**src/rtl/sram_pkg.sv**
```systemverilog
`timescale 1ns/1ps
package sram_pkg;

    typedef enum logic [1:0] {
        S_IDLE  = 2'd0,
        S_PEND  = 2'd1,
        S_READ  = 2'd2,
        S_WRITE = 2'd3
    } ctl_state_e;

    // low two address bits of burst word c starting at s
    function automatic logic [1:0] burst_lo(input logic [1:0] s,
                                            input logic [1:0] c,
                                            input logic       ilv);
        return ilv ? (s ^ c) : (s + c);
    endfunction

endpackage

```
**src/rtl/sram_strobe_dec.sv**
```systemverilog
`timescale 1ns/1ps
module sram_strobe_dec #(
    parameter int LANES = 2
) (
    input  logic             pstb_n,
    input  logic             cstb_n,
    input  logic             cs_a_n,
    input  logic             cs_b,
    input  logic             cs_c_n,
    input  logic             wr_all_n,
    input  logic             wr_byte_n,
    input  logic [LANES-1:0] lane_sel_n,
    output logic             proc_go,
    output logic             any_go,
    output logic             chip_sel,
    output logic             wr_req,
    output logic [LANES-1:0] lane_we
);

    assign proc_go  = !pstb_n && !cs_a_n;
    assign any_go   = proc_go || !cstb_n;
    assign chip_sel = !cs_a_n && cs_b && !cs_c_n;
    assign wr_req   = !wr_all_n || !wr_byte_n;

    for (genvar g = 0; g < LANES; g++) begin : g_lane
        assign lane_we[g] = !wr_all_n || (!wr_byte_n && !lane_sel_n[g]);
    end

endmodule

```
**src/rtl/sram_burst_ctr.sv**
```systemverilog
`timescale 1ns/1ps
module sram_burst_ctr
    import sram_pkg::*;
#(
    parameter int AW = 6
) (
    input  logic          clk,
    input  logic          rst_n,
    input  logic          load,
    input  logic [AW-1:0] load_addr,
    input  logic          step,
    input  logic          ilv,
    output logic [AW-1:0] cur,
    output logic [AW-1:0] cur_nxt
);

    localparam int HW = AW - 2;

    logic [HW-1:0] base_q;
    logic [1:0]    start_q;
    logic [1:0]    cnt_q;

    always_ff @(posedge clk or negedge rst_n) begin
        if (!rst_n) begin
            base_q  <= '0;
            start_q <= '0;
            cnt_q   <= '0;
        end else if (load) begin
            base_q  <= load_addr[AW-1:2];
            start_q <= load_addr[1:0];
            cnt_q   <= '0;
        end else if (step) begin
            cnt_q   <= cnt_q + 2'd1;
        end
    end

    assign cur     = {base_q, burst_lo(start_q, cnt_q, ilv)};
    assign cur_nxt = {base_q, burst_lo(start_q, cnt_q + 2'd1, ilv)};

endmodule

```
**src/rtl/sram_array.sv**
```systemverilog
`timescale 1ns/1ps
module sram_array #(
    parameter int AW     = 6,
    parameter int LANES  = 2,
    parameter int LANE_W = 9
) (
    input  logic             clk,
    input  logic             rst_n,
    input  logic             we,
    input  logic [LANES-1:0] we_lane,
    input  logic [AW-1:0]    waddr,
    input  logic [LANES*LANE_W-1:0] wdata,
    input  logic             re,
    input  logic [AW-1:0]    raddr,
    output logic [LANES*LANE_W-1:0] q
);

    localparam int DEPTH = 1 << AW;
    localparam int DW    = LANES * LANE_W;

    logic [DW-1:0] mem [DEPTH];

    always_ff @(posedge clk) begin
        if (we) begin
            for (int g = 0; g < LANES; g++) begin
                if (we_lane[g]) begin
                    mem[waddr][g*LANE_W +: LANE_W] <= wdata[g*LANE_W +: LANE_W];
                end
            end
        end
    end

    always_ff @(posedge clk or negedge rst_n) begin
        if (!rst_n) begin
            q <= '0;
        end else if (re) begin
            q <= mem[raddr];
        end
    end

endmodule

```
**src/rtl/sync_sram_ctl.sv**
```systemverilog
`timescale 1ns/1ps
module sync_sram_ctl
    import sram_pkg::*;
#(
    parameter int AW     = 6,
    parameter int LANES  = 2,
    parameter int LANE_W = 9
) (
    input  logic                    clk,
    input  logic                    rst_n,
    input  logic [AW-1:0]           addr,
    input  logic                    pstb_n,
    input  logic                    cstb_n,
    input  logic                    step_n,
    input  logic                    cs_a_n,
    input  logic                    cs_b,
    input  logic                    cs_c_n,
    input  logic                    wr_all_n,
    input  logic                    wr_byte_n,
    input  logic [LANES-1:0]        lane_sel_n,
    input  logic                    burst_ilv,
    input  logic                    out_en_n,
    input  logic [LANES*LANE_W-1:0] dq_in,
    output logic [LANES*LANE_W-1:0] dq_out,
    output logic                    dq_drv
);

    logic             proc_go, any_go, chip_sel, wr_req;
    logic [LANES-1:0] lane_we;
    logic [AW-1:0]    cur, cur_nxt, wa;
    logic             ld, step, rd, wr, drv_nxt, out_ok;
    ctl_state_e       state, nxt;

    sram_strobe_dec #(.LANES(LANES)) u_dec (
        .pstb_n     (pstb_n),
        .cstb_n     (cstb_n),
        .cs_a_n     (cs_a_n),
        .cs_b       (cs_b),
        .cs_c_n     (cs_c_n),
        .wr_all_n   (wr_all_n),
        .wr_byte_n  (wr_byte_n),
        .lane_sel_n (lane_sel_n),
        .proc_go    (proc_go),
        .any_go     (any_go),
        .chip_sel   (chip_sel),
        .wr_req     (wr_req),
        .lane_we    (lane_we)
    );

    sram_burst_ctr #(.AW(AW)) u_ctr (
        .clk       (clk),
        .rst_n     (rst_n),
        .load      (ld),
        .load_addr (addr),
        .step      (step),
        .ilv       (burst_ilv),
        .cur       (cur),
        .cur_nxt   (cur_nxt)
    );

    sram_array #(.AW(AW), .LANES(LANES), .LANE_W(LANE_W)) u_mem (
        .clk     (clk),
        .rst_n   (rst_n),
        .we      (wr),
        .we_lane (lane_we),
        .waddr   (wa),
        .wdata   (dq_in),
        .re      (rd),
        .raddr   (cur),
        .q       (dq_out)
    );

    // next-state and per-edge action decode
    always_comb begin
        nxt     = state;
        ld      = 1'b0;
        step    = 1'b0;
        rd      = 1'b0;
        wr      = 1'b0;
        wa      = cur;
        drv_nxt = 1'b0;
        if (any_go && !chip_sel) begin
            nxt = S_IDLE;
        end else if (any_go) begin
            ld      = 1'b1;
            rd      = (state == S_READ) || (state == S_PEND);
            drv_nxt = rd;
            if (proc_go) begin
                nxt = S_PEND;
            end else if (wr_req) begin
                wr      = 1'b1;
                wa      = addr;
                drv_nxt = 1'b0;
                nxt     = S_WRITE;
            end else begin
                nxt = S_READ;
            end
        end else begin
            unique case (state)
                S_IDLE: nxt = S_IDLE;
                S_PEND: begin
                    if (wr_req) begin
                        wr  = 1'b1;
                        nxt = S_WRITE;
                    end else begin
                        rd      = 1'b1;
                        drv_nxt = 1'b1;
                        step    = !step_n;
                        nxt     = S_READ;
                    end
                end
                S_READ, S_WRITE: begin
                    step = !step_n;
                    if (wr_req) begin
                        wr  = 1'b1;
                        wa  = step_n ? cur : cur_nxt;
                        nxt = S_WRITE;
                    end else begin
                        rd      = 1'b1;
                        drv_nxt = 1'b1;
                        nxt     = S_READ;
                    end
                end
                default: nxt = S_IDLE;
            endcase
        end
    end

    // state register
    always_ff @(posedge clk or negedge rst_n) begin
        if (!rst_n) state <= S_IDLE;
        else        state <= nxt;
    end

    // output register
    always_ff @(posedge clk or negedge rst_n) begin
        if (!rst_n) out_ok <= 1'b0;
        else        out_ok <= drv_nxt;
    end

    assign dq_drv = out_ok && !out_en_n;

endmodule

```
**config.mk**
```make
export PLATFORM = sky130hd
export DESIGN_NAME = sync_sram_ctl
export DESIGN_NICKNAME = d
export VERILOG_FILES = /design/src/rtl/sram_pkg.sv /design/src/rtl/sram_strobe_dec.sv /design/src/rtl/sram_burst_ctr.sv /design/src/rtl/sram_array.sv /design/src/rtl/sync_sram_ctl.sv
export SDC_FILE = /design/constraint.sdc
export NUM_CORES = 1
export LEC_CHECK = 0
export BUFFER_PORTS_ARGS = -buffer_cell sky130_fd_sc_hd__buf_2
export CAP_MARGIN = 5
export CORE_ASPECT_RATIO = 1.75
export CORE_MARGIN = 3
export CORE_UTILIZATION = 27
export DETAILED_ROUTE_END_ITERATION = 10
export GPL_TIMING_DRIVEN = 0
export MAX_ROUTING_LAYER = met4
export PLACE_DENSITY_LB_ADDON = 0.12
export SKIP_CTS_REPAIR_TIMING = 1
export SYNTH_ARGS = -nofsm -noshare
export SYNTH_HDL_FRONTEND = slang
export SYNTH_SLANG_ARGS = --single-unit
```
**constraint.sdc**
```tcl
create_clock -name clk -period 6.9 [get_ports clk]
set_clock_uncertainty 0.2 [all_clocks]
set_input_delay 0.69 -clock clk [delete_from_list [all_inputs] [get_ports clk]]
set_output_delay 0.69 -clock clk [all_outputs]
set_load 0.02 [all_outputs]
```
After elaboration in Yosys (flattened, before gate mapping):

Memory sizes are Yosys's and may differ from the RTL's. A register that Yosys moved wholly into a read port is not among the register bits.
Index checks and enable logic that the tools add are counted.

* register bits: 11
* memories: 1
* memory bits (writable): 1152

* bitwise logic cells: 2
* eq/ne operators: 3
* add/subtract/negate cells: 3
* mux-type cells: 41
* reductions and logical operators: 28

Memories
* u_mem.mem: words 64, bits a word 18, read ports 1, clocked after Yosys merged registers in 1, write ports 1, RTL line sram_array.sv:21 `logic [DW-1:0] mem [DEPTH];`

Operators with widths (number)
* 2-to-1 mux 1 bit: 25
* 2-to-1 mux 6 bit: 4
* 2-to-1 mux 2 bit: 10
* zero test 1 bit: 12
* logical AND 1 bit: 7
* logical OR 1 bit: 5
* adder 2 bit: 2
* == test 2 bit, second input constant: 2
* one-hot mux 2 bit (2 select lines): 1
* XOR 2 bit: 2
* OR reduction 3 bit: 1
* adder 2 x 1 -> 2 bit, second input constant: 1
* == test 2 x 1 -> 1 bit, second input constant: 1
* zero test 2 bit: 1
* one-hot mux 1 bit (2 select lines): 1
* nonzero test 2 bit: 1
* OR reduction 2 bit: 1

Depth between registers and ports, before layout:

* depth in word-level cells: 8
* depth in mapped cells: 13

By module:

From an unflattened synthesis, not the netlist that was laid out.

* cells, all modules: 2398
* area, all modules: 46548.4 µm²

Modules (own cells, without submodules)
* sram_array: seq. area each 35043.6 µm², area an instance 45708.8 µm², times used 1, cells an instance 2318
* sram_burst_ctr: seq. area each 200.2 µm², area an instance 430.4 µm², times used 1, cells an instance 33
* sync_sram_ctl: seq. area each 75.1 µm², area an instance 374.1 µm², times used 1, cells an instance 41
* sram_strobe_dec: seq. area each 0.0 µm², area an instance 35.0 µm², times used 1, cells an instance 6

Least setup slack after synthesis:

Ideal clock, no wire load.

* path type: input to register
* from: in wr_byte_n
* to: mem u_mem.mem[22][10] (netlist name) (enable)
* stages: 9
* data arrival time: 2747 ps
* required time: 6326 ps
* path buffers: 2
* setup slack: 3579 ps
* library setup time: 374 ps
* path through: and2_0 clkbuf_1 or3_1 o211a_1 a211o_1 nor2_1 nand2_1 clkbuf_1 nor2_1

* longest elaborated chain between the ends: 8
* elaborated cells between the ends (all ways): 18
* those cells by class: mux: 14; reduce/logical: 4

Ends and longest elaborated chain
* start: declaration: RTL line sync_sram_ctl.sv:19 `input logic wr_byte_n,`
* zero test 1 bit *: RTL line sram_strobe_dec.sv:23, sram_strobe_dec.sv:26
* logical OR 1 bit: RTL line sram_strobe_dec.sv:23 `assign wr_req = !wr_all_n || !wr_byte_n;`
* 2-to-1 mux 1 bit: RTL line sync_sram_ctl.sv:90, sync_sram_ctl.sv:102, sync_sram_ctl.sv:114
* 2-to-1 mux 1 bit, on equally long branches
* 2-to-1 mux 1 bit: RTL line sync_sram_ctl.sv:84 `end else if (any_go) begin`
* 2-to-1 mux 1 bit: RTL line sync_sram_ctl.sv:82 `if (any_go && !chip_sel) begin`
* 2-to-1 mux 1 bit: RTL line sram_array.sv:24 `if (we) begin`
* 2-to-1 mux 1 bit (not written as such): RTL line sram_array.sv:27 `mem[waddr][g*LANE_W +: LANE_W] <= wdata[g*LANE_W +: LANE_W];`
* end: declaration: RTL line sram_array.sv:21

Every way passes the cells marked *; elsewhere a longest branch is shown, timed or not.

Worst setup path in the final report:

* from: reg u_ctr.cnt_q[0]
* to: reg u_mem.q[16], read port of u_mem.mem

* longest elaborated chain between the ends: 2
* elaborated cells between the ends (all ways): 3
* those cells by class: add/sub: 1; mux: 1; bitwise: 1

Ends and longest elaborated chain
* start: declaration: RTL line sram_burst_ctr.sv:21 `logic [1:0] cnt_q;`
* start signal: assignment: RTL line sram_burst_ctr.sv:33 `cnt_q <= cnt_q + 2'd1;`
* adder 2 bit or XOR 2 bit (tied branches): RTL line sram_pkg.sv:15 `return ilv ? (s ^ c) : (s + c);`
* 2-to-1 mux 2 bit *: RTL line sram_pkg.sv:15
* end: declaration: RTL line sram_array.sv:15 `output logic [LANES*LANE_W-1:0] q`

Marked as above.
A chain may end at the register's enable or synchronous reset.

==> reports/metrics.cfg <==
[placement]
dp_slack_ps = 487
gp_congestion = 0.957
postPlaceCellArea_mm2 = 0.0508
place_hpwl_um = 148000
numPortBuffers = 56

[grt]
grt_max_degree = 65
grt_pass1_vias = 27615
grt_pass1_wl_um = 268000
gr-total-overflow = 0
track_usage = 0.234
antenna_found_initial = 18

[cells_and_area]
fin_nets = 2798
fin_area_mm2 = 0.0545
final_util = 0.314
fillers = 16841
area_growth_pct = 15.4
layout-drive-gt1-share = 0.201

[sta]
fmax_mhz = 158
finalCritPeriodShare = 0.918
layout_min_cycle_time_ps = 6330
slew_violations = 0
tns_ps = 0
rsz0062_at_grt = false
slew_headroom = 0.0212
hold_viol = 0
setup_violations = 0
tightest_slew_ps = 1470
setup_slack_ps = 569

[synthesis]
ys_types = 77
synthDominantCellAreaShare = 0.733
synth_area_leaders = edfxtp_1, mux4_2, nand2_1, nor2_1, mux2i_1
synthesis.instances = 2559
synth_nets = 2603
synth_edf_count = 1152
syn_area_per_cell_um2 = 18.4
synth_seq_cells = 1181
synth_area_leader_cell = edfxtp_1
synth-main-ff-cell = edfxtp_1
ys_async_sr_fraction = 0.0246
synth.cell_area_mm2 = 0.0472
synth_warnings = 0
ys_seq_area_frac = 0.748

[floorplan]
num_rows = 202
core_area_mm2 = 0.173
floorplan.die_area_mm2 = 0.180
die_h_um = 559
initial_core_util = 0.272
die_w_um = 322
io_pins = 57

[drt]
wl_met3_um = 9890
wl_per_cell_um = 40.5
final_antenna_net_count = 0
maxUsedRoutingLayer = met4
firstDrtPassIters = 6
drt_iter0_drc = 2884
route.detailed.drc = 0
via_per_inst = 5.24
wl_met2_um = 109000
wl_met1_um = 72000
postRouteWirelength_um = 206000
vias = 26716

[min_path]
holdPathStages = 2
hold_path_class = in -> reg

[setup_path]
critical_path_class = reg -> reg
crit_fanout = 10
cp.required_ps = 7380
cp.arrival_ps = 6820
cp-end-kind = flip-flop
crit_path_start_kind = flip-flop
r2r_cells = 12

[power]
pwr_density_cell_mw_per_mm2 = 347
leakage_nw = 16.8
peakVddDrop_v = 0.000206

[job]
drv_cap = 0

[clocking]
cts.sinks = 1181
clkLatencyLatePin_ps = 730
root_buffer = clkbuf_16
h-tree-depth = 3
cts_buffer_depth = 3
cts_tree = done
path_clk_slew_ps = 70
numCtsBuffers = 113

[status]
outcome = finished clean

-- through the flow --
stage                     instances  hold WS (ps)  power (mW)
after detailed placement       4878           358        12.8
final                          5099          41.0        18.9
after global routing           5094          32.0        19.3
after CTS                      5087         -82.6        19.0
after floorplan                2559           194        10.3
after global placement         4859           329        12.8
-- final cells by class --
type	instances	area [um^2]	share of cell area
Antenna cell	7	17.5	0.000322
Buffer	154	890	0.0163
Clock buffer	138	2960	0.0544
Clock inverter	71	636	0.0117
Inverter	7	26.3	0.000483
Multi-Input combinational cell	1217	11000	0.202
Sequential cell	1181	35300	0.649
Tap cell	2244	2810	0.0516
Timing Repair Buffer	80	813	0.0149
-- cells in the final DEF (no fill, tap or decap), types with 7 or more instances in the layout --
cell	n
buf_16	10
edfxtp_1	1152
o21ai_0	22
o2111ai_1	10
o22ai_1	20
nand2_1	239
buf_2	76
a21oi_1	27
a21o_1	7
diode_2	7
dfrtp_1	29
and2_1	9
a22oi_1	27
o211a_1	7
clkinvlp_4	9
clkinv_1	25
buf_8	8
nand2b_1	7
mux4_2	229
buf_12	10
nor4_1	8
buf_4	28
mux2_2	13
a31oi_1	33
nor3_1	45
bufinv_16	9
o221ai_1	15
buf_1	12
buf_6	15
clkbuf_1	89
clkinv_2	21
nand3_1	60
o31ai_1	8
clkbuf_2	7
a211oi_1	17
clkbuf_16	115
mux2i_1	74
a311oi_1	10
nor2_1	204
nor2b_1	10
-- critical path: stages (launching register included) --
cell and delay (ps):
dfrtp_1 440, ha_1 350, nor2b_1 220, buf_2 270, xnor2_2 810, clkbuf_1 650, buf_8 230, clkbuf_1 1010
nand2_1 150, a31oi_1 930, o22ai_1 310, nand3_1 440, o211a_1 220
-- path summary, 6_finish.rpt --
path / from / end / slack, ps
hold / removal: cstb_n / state[1] / 40
min in group asynchronous: rst_n / u_mem.q[7] / 500
hold reg to reg: u_mem.q[13] / u_mem.q[13] / 380
setup reg to reg: u_ctr.cnt_q[0] / u_mem.q[16] / 570
max in group asynchronous: rst_n / u_mem.q[2] / 5290
setup / recovery: u_ctr.cnt_q[0] / u_mem.q[16] / 570
-- per-layer routing --
layer | vias up | global-route usage
met1 | 14434 | 0.248
met5 | - | -
met2 | 1145 | 0.413
met4 | 0 | 0.142
met3 | 347 | 0.0297
li1 | 10790 | -
-- kinds of logic after synthesis --
kind of cell	synth area share
compound gates	0.0437
mux	0.130
simple gates	0.0555
fa+ha+maj	0.00159
buf+inv	0.0191
flops	0.748
xor+xnor	0.00146
-- synthesized netlist by cell type (29+ instances only) --
cell type	instances
a31oi_1	33
buf_2	30
clkbuf_1	73
dfrtp_1	29
edfxtp_1	1152
mux2i_1	74
mux4_2	229
nand2_1	239
nand3_1	60
nor2_1	206
nor3_1	45
-- flip-flops by register name, indices dropped and copies added, names as in the netlist --
signal,cells
u_ctr.cnt_q,2
u_ctr.start_q,2
u_mem.mem,1152
u_mem.q,18
state,2
u_ctr.base_q,4
out_ok,1
-- power breakdown --
| group | switching [mW] | internal, mW | leakage (nW) | total (mW) |
|---|---|---|---|---|
| registers | 0.0999 | 7.95 | 10.7 | 8.05 |
| logic | 3.26 | 1.34 | 4.39 | 4.60 |
| clock network | 2.83 | 3.39 | 1.74 | 6.22 |
| total | 6.18 | 12.7 | 16.8 | 18.9 |
No activity file was read; power rests on OpenSTA's default activity.
